## config.mk

```make
export PLATFORM = sky130hd
export DESIGN_NAME = mdrop_uart
export DESIGN_NICKNAME = d
export VERILOG_FILES = /design/src/rtl/mdu_pkg.sv /design/src/rtl/mdu_tick_gen.sv /design/src/rtl/mdu_tx.sv /design/src/rtl/mdu_rx.sv /design/src/rtl/mdrop_uart.sv
export SDC_FILE = /design/constraint.sdc
export NUM_CORES = 1
export LEC_CHECK = 0
export BUFFER_PORTS_ARGS = -buffer_cell sky130_fd_sc_hd__buf_2
export CAP_MARGIN = 5
export CORE_MARGIN = 1.5
export CORE_UTILIZATION = 61
export CTS_BUF_LIST = sky130_fd_sc_hd__clkbuf_4
export CTS_CLUSTER_DIAMETER = 150
export DETAILED_ROUTE_END_ITERATION = 12
export PLACE_DENSITY = 0.82
export SETUP_SLACK_MARGIN = 0.15
export SYNTH_ARGS = -nofsm -noshare
export SYNTH_HDL_FRONTEND = slang
export SYNTH_SLANG_ARGS = --single-unit
```

## constraint.sdc

```tcl
create_clock -name clk -period 2.5 [get_ports clk]
set_input_delay 0.125 -clock clk [delete_from_list [all_inputs] [get_ports clk]]
set_output_delay 0.125 -clock clk [all_outputs]
set_load 0.02 [all_outputs]
```

## src/rtl/mdu_pkg.sv

```systemverilog
package mdu_pkg;
    localparam int DIV_W  = 7;
    localparam int BYTE_W = 8;
    localparam int FRM_W  = BYTE_W + 3;
    localparam int BCW    = $clog2(FRM_W);

    typedef struct packed {
        logic [DIV_W-1:0] div;
        logic             rx_wake;
        logic             tx_wake;
        logic             od_en;
        logic [1:0]       clk_sel;
        logic             par_even;
        logic             par_en;
        logic [1:0]       mode;
    } lcr_t;

    localparam int   LCR_W   = $bits(lcr_t);
    localparam lcr_t LCR_RST = '{div: '0, rx_wake: 1'b0, tx_wake: 1'b1, od_en: 1'b0,
                                 clk_sel: 2'b00, par_even: 1'b0, par_en: 1'b0, mode: 2'b00};

    typedef enum logic [1:0] {
        CK_BUS     = 2'b00,
        CK_BUS_DIV = 2'b01,
        CK_EXT     = 2'b10,
        CK_EXT_DIV = 2'b11
    } ck_sel_e;

    typedef enum logic {RXS_IDLE, RXS_SHIFT} rx_st_e;

    // Frame-shaping subset of the control word, shared by both directions
    typedef struct packed {
        logic md;
        logic pe;
        logic ev;
        logic wk;
    } fcfg_t;

    typedef struct packed {
        logic present;
        logic value;
    } xbit_t;

    function automatic logic parity_bit(logic [BYTE_W-1:0] d, logic even);
        return (^d) ^ ~even;
    endfunction

    function automatic xbit_t extra_bit(fcfg_t c, logic [BYTE_W-1:0] d);
        xbit_t x;
        if (c.md) begin
            x.present = 1'b1;
            x.value   = c.wk;
        end else begin
            x.present = c.pe;
            x.value   = parity_bit(d, c.ev);
        end
        return x;
    endfunction

    function automatic fcfg_t tx_view(lcr_t c);
        fcfg_t f;
        f.md = c.mode[1];
        f.pe = c.par_en;
        f.ev = c.par_even;
        f.wk = c.tx_wake;
        return f;
    endfunction

    function automatic fcfg_t rx_view(lcr_t c);
        fcfg_t f;
        f.md = c.mode[1];
        f.pe = c.par_en;
        f.ev = c.par_even;
        f.wk = c.rx_wake;
        return f;
    endfunction
endpackage

```

## src/rtl/mdu_tick_gen.sv

```systemverilog
module mdu_tick_gen
    import mdu_pkg::*;
(
    input  logic             clk,
    input  logic             rst,
    input  logic             ext_clk,
    input  logic [1:0]       sel,
    input  logic [DIV_W-1:0] div,
    output logic             tick
);
    logic [2:0]       ext_sync;
    logic             ext_rise;
    logic             src;
    logic             wrap;
    logic [DIV_W-1:0] cnt;

    always_ff @(posedge clk) begin
        if (rst) ext_sync <= '0;
        else     ext_sync <= {ext_sync[1:0], ext_clk};
    end

    assign ext_rise = ext_sync[1] & ~ext_sync[2];
    assign src      = sel[1] ? ext_rise : 1'b1;
    assign wrap     = (cnt >= div);

    always_ff @(posedge clk) begin
        if (rst || !sel[0]) cnt <= '0;
        else if (src)       cnt <= wrap ? '0 : cnt + 1'b1;
    end

    assign tick = sel[0] ? (src & wrap) : src;


    div_gap_chk: assert property (@(posedge clk) disable iff (rst)
        (tick && sel == CK_BUS_DIV && div != '0) |=>
            (!tick || !$stable(sel) || !$stable(div)));
endmodule

```

## src/rtl/mdu_tx.sv

```systemverilog
module mdu_tx
    import mdu_pkg::*;
#(
    parameter int OVS = 16
) (
    input  logic              clk,
    input  logic              rst,
    input  logic              tick,
    input  fcfg_t             fcfg,
    input  logic              load,
    input  logic [BYTE_W-1:0] load_data,
    output logic              full,
    output logic              line
);
    localparam int             TCW    = $clog2(OVS);
    localparam logic [TCW-1:0] T_LAST = TCW'(OVS - 1);
    localparam logic [BCW-1:0] LAST_X = BCW'(FRM_W - 1);
    localparam logic [BCW-1:0] LAST_N = BCW'(FRM_W - 2);

    logic              hold_v;
    logic [BYTE_W-1:0] hold_d;
    logic              busy;
    logic [FRM_W-1:0]  sh;
    logic [FRM_W-1:0]  frame;
    logic [BCW-1:0]    bit_idx;
    logic [BCW-1:0]    last_bit;
    logic [TCW-1:0]    tcnt;
    logic              start_ok;
    xbit_t             xb;

    always_comb begin
        xb = extra_bit(fcfg, hold_d);
        if (xb.present) frame = {1'b1, xb.value, hold_d, 1'b0};
        else            frame = {1'b1, 1'b1, hold_d, 1'b0};
    end

    assign start_ok = !busy && hold_v;

    always_ff @(posedge clk) begin
        if (rst) begin
            hold_v   <= 1'b0;
            hold_d   <= '0;
            busy     <= 1'b0;
            sh       <= '1;
            bit_idx  <= '0;
            last_bit <= '0;
            tcnt     <= '0;
        end else begin
            if (start_ok) begin
                busy     <= 1'b1;
                sh       <= frame;
                last_bit <= xb.present ? LAST_X : LAST_N;
                bit_idx  <= '0;
                tcnt     <= '0;
            end else if (busy && tick) begin
                if (tcnt == T_LAST) begin
                    tcnt <= '0;
                    if (bit_idx == last_bit) begin
                        busy <= 1'b0;
                    end else begin
                        bit_idx <= bit_idx + 1'b1;
                        sh      <= {1'b1, sh[FRM_W-1:1]};
                    end
                end else begin
                    tcnt <= tcnt + 1'b1;
                end
            end

            if (start_ok) begin
                hold_v <= 1'b0;
            end else if (load && !hold_v) begin
                hold_v <= 1'b1;
                hold_d <= load_data;
            end
        end
    end

    assign full = hold_v;
    assign line = busy ? sh[0] : 1'b1;


    hold_feed_chk: assert property (@(posedge clk) disable iff (rst)
        $rose(busy) |-> $past(hold_v));


    full_ignore_chk: assert property (@(posedge clk) disable iff (rst)
        (hold_v && busy && load) |=> $stable(hold_d));


    idle_phase_chk: assert property (@(posedge clk) disable iff (rst)
        !busy |-> (tcnt == '0));


    bit_range_chk: assert property (@(posedge clk) disable iff (rst)
        busy |-> (bit_idx <= last_bit));
endmodule

```

## src/rtl/mdu_rx.sv

```systemverilog
module mdu_rx
    import mdu_pkg::*;
#(
    parameter int OVS = 16
) (
    input  logic              clk,
    input  logic              rst,
    input  logic              tick,
    input  fcfg_t             fcfg,
    input  logic              rxd,
    input  logic              rd,
    output logic [BYTE_W-1:0] data,
    output logic              ready,
    output logic              ferr,
    output logic              perr
);
    localparam int             TCW    = $clog2(OVS);
    localparam logic [TCW-1:0] T_LAST = TCW'(OVS - 1);
    localparam logic [TCW-1:0] T_MID  = TCW'(OVS / 2 - 1);
    localparam logic [BCW-1:0] LAST_X = BCW'(FRM_W - 1);
    localparam logic [BCW-1:0] LAST_N = BCW'(FRM_W - 2);

    logic [1:0]        sync;
    logic              rx_s;
    rx_st_e            st;
    logic [TCW-1:0]    tcnt;
    logic [BCW-1:0]    idx;
    logic [BCW-1:0]    last_idx;
    logic [FRM_W-1:0]  shr;
    logic [FRM_W-1:0]  fr_now;
    logic              smp;
    logic              false_start;
    logic              done;
    logic              accept;
    logic [BYTE_W-1:0] byte_now;
    logic              xval;
    logic              rx_unused;

    assign rx_s        = sync[1];
    assign last_idx    = (fcfg.md || fcfg.pe) ? LAST_X : LAST_N;
    assign smp         = (st == RXS_SHIFT) && tick && (tcnt == T_MID);
    assign false_start = smp && (idx == '0) && rx_s;
    assign done        = smp && !false_start && (idx == last_idx);

    always_comb begin
        fr_now      = shr;
        fr_now[idx] = rx_s;
    end

    assign byte_now  = fr_now[BYTE_W:1];
    assign xval      = fr_now[BYTE_W+1];
    assign accept    = !fcfg.md || (xval == fcfg.wk);
    assign rx_unused = ^{fr_now[0], fr_now[FRM_W-1]};

    always_ff @(posedge clk) begin
        if (rst) begin
            sync  <= 2'b11;
            st    <= RXS_IDLE;
            tcnt  <= '0;
            idx   <= '0;
            shr   <= '0;
            data  <= '0;
            ready <= 1'b0;
            ferr  <= 1'b0;
            perr  <= 1'b0;
        end else begin
            sync <= {sync[0], rxd};
            case (st)
                RXS_IDLE: begin
                    if (tick && !rx_s) begin
                        st   <= RXS_SHIFT;
                        tcnt <= '0;
                        idx  <= '0;
                    end
                end
                default: begin
                    if (tick) begin
                        tcnt <= (tcnt == T_LAST) ? '0 : tcnt + 1'b1;
                        if (tcnt == T_MID) begin
                            if (false_start || idx == last_idx) begin
                                st <= RXS_IDLE;
                            end else begin
                                shr[idx] <= rx_s;
                                idx      <= idx + 1'b1;
                            end
                        end
                    end
                end
            endcase

            if (done && accept) begin
                data  <= byte_now;
                ready <= 1'b1;
                ferr  <= !rx_s;
                perr  <= !fcfg.md && fcfg.pe && (xval != parity_bit(byte_now, fcfg.ev));
            end else if (rd) begin
                ready <= 1'b0;
            end
        end
    end


    drop_chk: assert property (@(posedge clk) disable iff (rst)
        (done && fcfg.md && xval != fcfg.wk) |=> ($stable(data) && !$rose(ready)));


    ready_src_chk: assert property (@(posedge clk) disable iff (rst)
        $rose(ready) |-> $past(done));


    false_start_chk: assert property (@(posedge clk) disable iff (rst)
        false_start |=> (st == RXS_IDLE && $stable(data)));
endmodule

```

## src/rtl/mdrop_uart.sv

```systemverilog
module mdrop_uart
    import mdu_pkg::*;
#(
    parameter int OVS = 16
) (
    input  logic              clk,
    input  logic              rst,
    input  logic              sclk_in,
    input  logic              lcr_we,
    input  logic [LCR_W-1:0]  lcr_wdata,
    input  logic              tx_load,
    input  logic [BYTE_W-1:0] tx_byte,
    output logic              tx_full,
    output logic              txd_o,
    output logic              txd_oe,
    input  logic              rxd,
    input  logic              rx_read,
    output logic [BYTE_W-1:0] rx_byte,
    output logic              rx_ready,
    output logic              rx_frame_err,
    output logic              rx_parity_err
);
    lcr_t cfg;
    logic tick;
    logic line;
    logic lcr_unused;

    always_ff @(posedge clk) begin
        if (rst)         cfg <= LCR_RST;
        else if (lcr_we) cfg <= lcr_t'(lcr_wdata);
    end

    assign lcr_unused = cfg.mode[0];

    mdu_tick_gen u_tick (
        .clk     (clk),
        .rst     (rst),
        .ext_clk (sclk_in),
        .sel     (cfg.clk_sel),
        .div     (cfg.div),
        .tick    (tick)
    );

    mdu_tx #(.OVS(OVS)) u_tx (
        .clk       (clk),
        .rst       (rst),
        .tick      (tick),
        .fcfg      (tx_view(cfg)),
        .load      (tx_load),
        .load_data (tx_byte),
        .full      (tx_full),
        .line      (line)
    );

    mdu_rx #(.OVS(OVS)) u_rx (
        .clk   (clk),
        .rst   (rst),
        .tick  (tick),
        .fcfg  (rx_view(cfg)),
        .rxd   (rxd),
        .rd    (rx_read),
        .data  (rx_byte),
        .ready (rx_ready),
        .ferr  (rx_frame_err),
        .perr  (rx_parity_err)
    );

    assign txd_o  = cfg.od_en ? 1'b0  : line;
    assign txd_oe = cfg.od_en ? ~line : 1'b1;


    release_chk: assert property (@(posedge clk) disable iff (rst)
        !txd_oe |-> cfg.od_en);


    reset_idle_chk: assert property (@(posedge clk)
        $past(rst) |-> (!tx_full && !rx_ready));
endmodule

```

After elaboration in Yosys (flattened, before gate mapping)
Index checks and enable logic that the tools add are counted.
{"block": "totals", "register_bits": 92, "input_bits": 31, "elab_cells": 132}
{"block": "op_classes", "add_sub_neg": 5, "order_cmp": 3, "n_eq_ne": 11, "muxes": 37, "bitwise_logic": 10, "reduce_logical": 40}
{"cell": "11-bit 2-to-1 mux", "n": 4}
{"cell": "4-bit 2-to-1 mux", "n": 9}
{"cell": "1-bit 2-to-1 mux", "n": 17}
{"cell": "4-bit by 1-bit adder with 4-bit output (second input constant)", "n": 4}
{"cell": "8-bit parity", "n": 2}
{"cell": "1-bit logical AND", "n": 14}
{"cell": "11-bit bitwise mux", "n": 1}
{"cell": "10-bit 2-to-1 mux", "n": 1}
{"cell": "2-bit nonzero test", "n": 5}
{"cell": "3-bit AND reduction", "n": 3}
{"cell": "4-bit == test", "n": 2}
{"cell": "4-bit == test (second input constant)", "n": 2}
{"cell": "4-bit AND reduction", "n": 2}
{"cell": "7-bit by 1-bit adder with 7-bit output (second input constant)", "n": 1}
{"cell": "7-bit greater-or-equal comparator", "n": 1}
{"cell": "7-bit 2-to-1 mux", "n": 1}
{"cell": "1-bit logical NOT", "n": 6}
{"cell": "2-bit 2-to-1 mux", "n": 3}
{"cell": "1-bit inverter", "n": 6}
{"cell": "4-bit by 5-bit less-than comparator with 1-bit output (second input constant)", "n": 1}
{"cell": "1-bit demux with 4-bit select", "n": 1}
{"cell": "4-bit by 3-bit == test with 1-bit output (second input constant)", "n": 1}
{"cell": "4-bit by 1-bit greater-or-equal comparator with 1-bit output (second input constant)", "n": 1}
{"cell": "4-bit logical NOT", "n": 1}
{"cell": "9 further kinds", "n": 17}

Logic depth before layout (Yosys ltp)
Gate-level depths: netlist of run 1.
{"block": "depth", "word_depth": 14, "ltp_mapped": 10, "ltp_nobuf": 8}

By module
From an unflattened synthesis of run 1, not the netlist that was laid out.
{"block": "hier_totals", "cells_unflattened": 440, "area_unflattened_um2": 4181.5}
{"mod": "mdu_rx", "instances": 1, "cells_per_inst": 179, "area_per_inst_um2": 1662.8, "seq_area_each_um2": 620.6}
{"mod": "mdu_tx", "instances": 1, "cells_per_inst": 143, "area_per_inst_um2": 1376.3, "seq_area_each_um2": 620.6}
{"mod": "mdu_tick_gen", "instances": 1, "cells_per_inst": 68, "area_per_inst_um2": 588.1, "seq_area_each_um2": 200.2}
{"mod": "mdrop_uart", "instances": 1, "cells_per_inst": 50, "area_per_inst_um2": 554.3, "seq_area_each_um2": 300.3}

Worst setup path after synthesis of run 1
Ideal clock, no wire load.
{"block": "synth_timing", "kind": "reg-to-reg", "start": "register cfg[1] in the netlist's numbering", "end": "register u_rx.data[0]", "setup_time_ns": 0.128, "t_arrival_ns": 2.124, "t_required_ns": 2.372, "slack_ns": 0.249, "path_stages_with_launch": 9, "period_less_slack_ns": 2.251, "cell_sequence": "dfxtp_1 > buf_6 > or4b_4 > o21a_1 > or4_1 > and4bb_1 > buf_6 > mux2i_1 > nor2_1"}
{"block": "synth_via", "elab_chain_len": 5, "word_cells_on_any_way": 7, "classes_between": "eq/ne (1); mux (1); reduce/logical (5)"}
{"item": "start, declared", "line": "mdrop_uart.sv:23", "source": "lcr_t cfg;"}
{"item": "start signal, assigned", "line": "mdrop_uart.sv:30", "source": "else if (lcr_we) cfg <= lcr_t'(lcr_wdata);"}
{"item": "1-bit logical OR", "line": "mdu_rx.sv:40", "source": "assign last_idx = (fcfg.md || fcfg.pe) ? LAST_X : LAST_N;"}
{"item": "2-bit 2-to-1 mux", "line": "mdu_rx.sv:40"}
{"item": "4-bit == test", "line": "mdu_rx.sv:43", "source": "assign done = smp && !false_start && (idx == last_idx);"}
{"item": "1-bit logical AND", "line": "mdu_rx.sv:43"}
{"item": "1-bit logical AND (*)", "line": "mdu_rx.sv:91", "source": "if (done && accept) begin"}
{"item": "end signal, assigned", "line": "mdu_rx.sv:92", "source": "data <= byte_now;"}
{"item": "end, declared", "line": "mdu_rx.sv:12", "source": "output logic [BYTE_W-1:0] data,"}
Mark *: on every way between the ends. The rest lies on a longest branch, timed or not.
A chain may end at the register's enable or synchronous reset.

Worst setup path in the final report of run 1
{"block": "layout_timing", "start": "register u_rx.idx[1]", "end": "register u_rx.perr"}
{"block": "layout_via", "elab_chain_len": 9, "word_cells_on_any_way": 20, "classes_between": "order compare (2); eq/ne (3); mux (3); bitwise (1); reduce/logical (11)"}
{"item": "start, declared", "line": "mdu_rx.sv:27", "source": "logic [BCW-1:0] idx;"}
{"item": "start signal, assigned", "line": "mdu_rx.sv:84", "source": "idx <= idx + 1'b1;"}
{"item": "4-bit by 5-bit less-than comparator with 1-bit output (not written as such) / 4-bit by 1-bit greater-or-equal comparator with 1-bit output (equally long branches)", "line": "mdu_rx.sv:47", "source": "fr_now[idx] = rx_s;"}
{"item": "1-bit logical AND (not written as such)", "line": "mdu_rx.sv:47"}
{"item": "1-bit 2-to-1 mux (not written as such)", "line": "mdu_rx.sv:47"}
{"item": "1-bit demux with 4-bit select"}
{"item": "11-bit bitwise mux", "line": "mdu_rx.sv:47"}
{"item": "8-bit parity", "line": "mdu_pkg.sv:45", "source": "return (^d) ^ ~even;"}
{"item": "1-bit bitwise XOR", "line": "mdu_pkg.sv:45"}
{"item": "1-bit inequality test", "line": "mdu_rx.sv:95", "source": "perr <= !fcfg.md && fcfg.pe && (xval != parity_bit(byte_now, fcfg.ev));"}
{"item": "1-bit logical AND", "line": "mdu_rx.sv:95"}
{"item": "end signal, assigned", "line": "mdu_rx.sv:95"}
{"item": "end, declared", "line": "mdu_rx.sv:15", "source": "output logic perr"}
Several ways; a longest one is shown, not always the timed one.

==> impl_metrics.yaml, run 1 <==
hold_path:
  hp-start: "rst"
  holdPathStages: 3
  hp-class: "in2reg"
route:
  viasPerCell: 5.704
  detail_route.wirelength_mm: 9.593
  drcViolationCount: 0
  routedWlPerCell_um: 15.45
  drt_first_pass_iters: 7
  vias: 3542
  drt-initial-drc-count: 213
  ant_nets: 0
placed_design:
  portBuffers: 43
  dp_hpwl_mm: 5.913
  gp_congestion: 0.8223
  place_area_sq_um: 4528
  place_ws_ns: 0.1303
  placed_cells: 578
setup_path:
  worstSetupEndpointType: "flip-flop"
  crit_fanout: 6
  path_depth: 8
  path_buf_inv: 1
  slowest_stage: "xnor3_1"
  ff2ff_path_depth: 8
  cp_top_family: "XOR/XNOR gates"
  crit_path_start_kind: "flip-flop"
  cp_slowest_stage_delay_ns: 0.43
  timing.rr.start: "u_rx.idx[1]"
  path_cells: "inv_1 > ha_1 > nand3b_1 > mux2i_2 > xor2_1 > xnor3_1 > xnor2_1 > o31ai_1"
  cp-startpoint: "u_rx.idx[1]"
  required_ns: 2.89
  cp.arrival_ns: 2.67
  path_class: "reg2reg"
floorplan:
  pin_count: 45
  dieHeight_um: 86.13
  rows: 30
  die_area_sq_um: 7418
  core_sq_um: 6719
  die_w_um: 86.13
  initial_utilization_pct: 62.74
layout:
  design_area_sq_um: 4970
  final_cells: 621
  drive_above_1_share_pct: 16.82
  fill_cells: 465
  final_common_cell: "dfxtp_1"
  final_util_pct: 73.97
  syn2layout_area_growth_pct: 17.90
  fin_nets: 582
  antenna_cells: 0
  mostFrequentLayoutCells: "85 x dfxtp_1, 78 x nor2_1, 45 x mux2i_1"
synthesis:
  yosys.area.top_type_share_pct: 41.32
  yosysSeqAreaShare_pct: 41.32
  syn_inst: 466
  synth_area_sq_um: 4215
  avgSynthCellArea_sq_um: 9.046
  synth_edf_count: 0
  synthArstFlopShare_pct: 0
  synth.area.top_cells: "dfxtp_1 41%, mux2i_1 11%, nor2_1 6.9%"
  synth-seq-cells: 87
  ys.flop_type: "dfxtp_1"
  ys_types: 51
  yosysWarnings: 0
  syn_nets: 512
  yosysTopAreaCell: "dfxtp_1"
power:
  peakVddDrop_v: 0.0003983
  p_per_area_nw_per_um2: 531.1
  p_leak_nw: 2.222
  intPower_w: 0.001906
  p_sw_share_pct: 27.79
  clkPwrFrac_pct: 31.1
  p_seq_share_pct: 56.0
  power.switching_w: 0.0007334
  power_frac_comb_pct: 12.9
sta:
  layout_setup_ws_ns: 0.2144
  hold_viol: 0
  finalCritPeriodShare_pct: 91.42
  finClkSkew_ns: 0.02109
  setup_viol: 0
  tightest_slew_ns: 0.8989
  max_slew_margin_pct: 39.95
  rsz0062_at_grt: "yes"
  fin_setup_tns_ns: 0
  timing.fmax_mhz: 437.5
  period_minus_slack_ns: 2.286
  drv_slew: 0
cts:
  cts_max_path_buffers: 2
  cts_setup_buffers: 0
  cts_sinks: 87
  numCtsBuffers: 9
  path_clk_slew_ns: 0.16
  cts_root_buf: "clkbuf_4"
  clk-insertion-delay-late_ns: 0.48
  cts_htree_levels: 3
  cts_tree: "yes"
global_route:
  grt_usage_pct: 26.66
  grt_overflow_total: 0
  grt_max_degree: 61
  grt_pass1_vias: 3387
  antenna_found_initial: 0
  grt_first_pass_wirelength_mm: 15.50
status:
  status: "finished clean"
run:
  cap_viol_max_count: 0
-- routing by layer --
metal,vias to the layer above,wire length [um],track usage (%)
met4,0,305,12.17
met3,30,356,6.641
li1,1752,-,-
met5,-,0,0
met1,1671,4211,32.79
met2,89,4719,44.09
-- what timing repair did --
| action | in CTS | in global routing |
|---|---|---|
| setup endpoints to repair | 6 | 24 |
| hold endpoints to repair | 27 | 0 |
| hold buffers | 27 | 0 |
| pin swaps | 0 | 1 |
| resized for setup | 2 | 10 |
-- cells in the mapped netlist (3+ instances only) --
master	count
a211oi_1	6
a21oi_1	14
a221oi_1	8
a31oi_1	4
and3_1	10
buf_1	3
buf_6	3
clkbuf_1	20
dfxtp_1	87
ha_1	15
inv_1	22
mux2_2	4
mux2i_1	48
nand2_1	18
nand2b_1	3
nand3_1	10
nand3b_1	10
nand4_1	4
nor2_1	78
nor2b_1	8
nor3b_1	6
o21a_1	3
o21ai_0	19
or2b_1	4
xnor2_1	12
xor2_1	13
-- power groups by stage --
stage | combinational (W) | sequential, W | clock, W
after floorplan | 0.000210 | 0.00150 | 0
after global placement | 0.000281 | 0.00150 | 0
after detailed placement | 0.000290 | 0.00151 | 0
after CTS | 0.000323 | 0.00148 | 0.000828
after global routing | 0.000370 | 0.00148 | 0.000884
final | 0.000340 | 0.00148 | 0.000822
-- registers in the layout, indices dropped and copies added, names as in the netlist, 3 cells and up --
name / flops
u_tx.hold_d: 8
u_tick.cnt: 7
u_rx.data: 8
u_rx.tcnt: 4
u_tx.sh: 10
u_rx.idx: 4
u_tick.ext_sync: 3
u_tx.tcnt: 4
u_rx.shr: 9
u_tx.bit_idx: 4
u_tx.last_bit: 3
cfg: 15
-- kinds of logic after synthesis --
| logic type | after synthesis | synth area share, % |
|---|---|---|
| buffers and inverters | 50 | 5.046 |
| xor gates and xnor gates | 27 | 6.263 |
| muxes | 52 | 12.47 |
| AOI/OAI and AO/OA | 69 | 10.66 |
| and+or+nand+nor | 166 | 19.80 |
| adders and majority gates | 15 | 4.452 |
| DFF | 87 | 41.32 |
-- final cells by class --
| type | count | area (sq um) | area share (%) |
|---|---|---|---|
| clock buffer | 9 | 67.56 | 1.360 |
| clock inverter | 7 | 72.57 | 1.460 |
| inverter | 22 | 82.58 | 1.662 |
| multi-input combinational | 329 | 2283 | 45.95 |
| sequential | 87 | 1747 | 35.15 |
| tap | 80 | 100.1 | 2.014 |
| timing repair buffer | 87 | 616.8 | 12.41 |
-- final timing paths --
kind                                      to  slack, ns
worst max-delay path               u_rx.perr       0.21
worst min-delay path                  cfg[7]       0.05
worst max register to register     u_rx.perr       0.21
worst min register to register  u_rx.sync[1]       0.43
-- metrics by stage --
stage	hold WS (ns)	power, W
finish	0.05319	0.002639
global route	0.09041	0.002737
CTS	0.05228	0.002628
global placement	0.3095	0.001785
floorplan	0.2288	0.001708
detailed placement	0.3103	0.001796
-- worst reg2reg max path, cell delays in order (launching register included) --
cell      delay (ns)
dfxtp_2         0.41
inv_1           0.09
ha_1            0.22
nand3b_1        0.17
mux2i_2         0.33
xor2_1          0.21
xnor3_1         0.43
xnor2_1         0.15
o31ai_1         0.21
No activity file was read; power rests on OpenSTA's default activity.
==> inputs of run 2 (changes only) <==
--- a/config.mk
+++ b/config.mk
@@ -12,7 +12,7 @@
 export CTS_BUF_LIST = sky130_fd_sc_hd__clkbuf_4
 export CTS_CLUSTER_DIAMETER = 150
 export DETAILED_ROUTE_END_ITERATION = 12
-export PLACE_DENSITY = 0.82
+export PLACE_DENSITY_LB_ADDON = 0.12
 export SETUP_SLACK_MARGIN = 0.15
 export SYNTH_ARGS = -nofsm -noshare
 export SYNTH_HDL_FRONTEND = slang
==> run 2 against run 1 <==
Net effect: global-route usage decreased by 1.1 points; non-clock buffer count increased by 3; power increased by 0.87%; maximum frequency increased by 0.48%; sequential share of layout area decreased by 0.28 points; critical path depth decreased by 1; register-to-register slack about the same; combinational power decreased by 4%.
==> impl_metrics.yaml, run 2 (synthesized netlist as in run 1, its figures left out) <==
floorplan:
  core_sq_um: 6719
  rows: 30
  dieHeight_um: 86.13
  initial_utilization_pct: 62.74
  die_w_um: 86.13
  pin_count: 45
  die_area_sq_um: 7418
global_route:
  grt_overflow_total: 0
  grt_first_pass_wirelength_mm: 14.95
  antenna_found_initial: 0
  grt_usage_pct: 25.53
  grt_pass1_vias: 3291
  grt_max_degree: 42
layout:
  drive_above_1_share_pct: 16.73
  largest-register: "cfg"
  antenna_cells: 0
  final_common_cell: "dfxtp_1"
  mostFrequentLayoutCells: "85 x dfxtp_1, 78 x nor2_1, 46 x mux2i_1"
  syn2layout_area_growth_pct: 18.85
  top_regs: "cfg: 15 flops, u_tx.sh: 10 flops, u_rx.shr: 9 flops"
  fin_nets: 586
  largest_reg_flops: 15
sta:
  hold_viol: 0
  timing.fmax_mhz: 439.6
  finClkSkew_ns: 0.009319
  max_slew_margin_pct: 46.99
  fin_setup_tns_ns: 0
  period_minus_slack_ns: 2.275
  rsz0062_at_grt: "yes"
  whs_ns: 0.09128
  setup_viol: 0
  finalCritPeriodShare_pct: 90.99
  tightest_slew_ns: 0.7935
  drv_slew: 0
hold_path:
  holdPathStages: 2
  min_to: "cfg[3]"
  hp-class: "in2reg"
  hp-start: "rst"
route:
  routedWlPerCell_um: 14.45
  detail_route.wirelength_mm: 9.018
  viasPerCell: 5.558
  drcViolationCount: 0
  drt_first_pass_iters: 4
  drt-initial-drc-count: 166
  vias: 3468
  ant_nets: 0
power:
  p_per_area_nw_per_um2: 531.4
  p_leak_nw: 2.252
  peakVddDrop_v: 0.0003310
setup_path:
  worstSetupEndpointType: "flip-flop"
  crit_fanout: 10
  timing.rr.end: "u_rx.data[6]"
  required_ns: 2.82
  cp.arrival_ns: 2.60
  ff2ff_path_depth: 7
  r2r_slack_ns: 0.23
  timing.rr.start: "cfg[1]"
  crit_path_start_kind: "flip-flop"
  path_class: "reg2reg"
cts:
  numCtsBuffers: 9
  clk-insertion-delay-late_ns: 0.43
  cts_root_buf: "clkbuf_4"
  cts_htree_levels: 3
  path_clk_slew_ns: 0.13
  cts_tree: "yes"
  cts_sinks: 87
  cts_max_path_buffers: 2
status:
  status: "finished clean"
placed_design:
  dp_hpwl_mm: 5.912
  gp_congestion: 0.7914
  portBuffers: 43
run:
  cap_viol_max_count: 0
run 2: worst max-delay path by stage:
stage | startpoint | to | depth (start not counted)
final | cfg[1] | u_rx.data[6] | 7
after global routing | cfg[1] | u_rx.data[0] | 7
after detailed placement | u_rx.idx[0] | u_rx.data[5] | 7
after global placement | u_rx.idx[0] | u_rx.data[0] | 7
after floorplan | cfg[1] | u_rx.data[0] | 8
after CTS | u_rx.idx[0] | u_rx.data[5] | 7
run 2: repair_timing:
item	CTS	global route
endpoints found under the hold margin	27	0
buffers inserted	0	2
hold buffers	27	0
setup endpoints to repair	0	38
resized for setup	0	9
run 2: area by class of cell:
cell class,instances,area (sq um)
Clock inverter,5,73.82
Fill cell,504,1709
Timing Repair Buffer,90,648.1
Multi-Input combinational cell,330,2283
Tap cell,80,100.1
Sequential cell,87,1747
Clock buffer,10,75.07
Inverter,22,82.58
run 2: worst max-delay path, stage by stage, from the launching register on:
cell	delay [ns]
dfxtp_1	0.34
or4b_4	0.53
o21a_1	0.13
or4_1	0.46
and4bb_1	0.32
buf_12	0.15
mux2i_1	0.19
nor2_1	0.05
run 2: per-layer routing:
metal | track usage (%) | wire length (um) | vias up
li1 | - | - | 1760
met1 | 31.27 | 4004 | 1629
met2 | 44.38 | 4620 | 63
met3 | 4.331 | 259 | 16
met4 | 10.70 | 134 | 0
met5 | 0 | 0 | -
run 2: report_power, final:
group	total, W	switching, W	internal, W	leakage (nW)
clock	0.000856	0.000450	0.000406	0.0837
sequential	0.00148	0.0000427	0.00144	0.711
combinational	0.000326	0.000165	0.000161	1.46
run 2: metrics by stage:
step | power [W] | worst slack [ns] | cells | utilization, % | cell area, sq um
2_1_floorplan | 0.001708 | 0.2485 | 466 | - | 4215
6_report | 0.002662 | 0.2253 | 624 | 74.56 | 5010
3_5_place_dp | 0.001795 | 0.1645 | 579 | 67.69 | 4548
5_1_grt | 0.002780 | 0.1351 | 624 | 74.56 | 5010
4_1_cts | 0.002671 | 0.1592 | 621 | 73.93 | 4967
3_3_place_gp | 0.001786 | 0.2289 | 579 | 67.69 | 4548
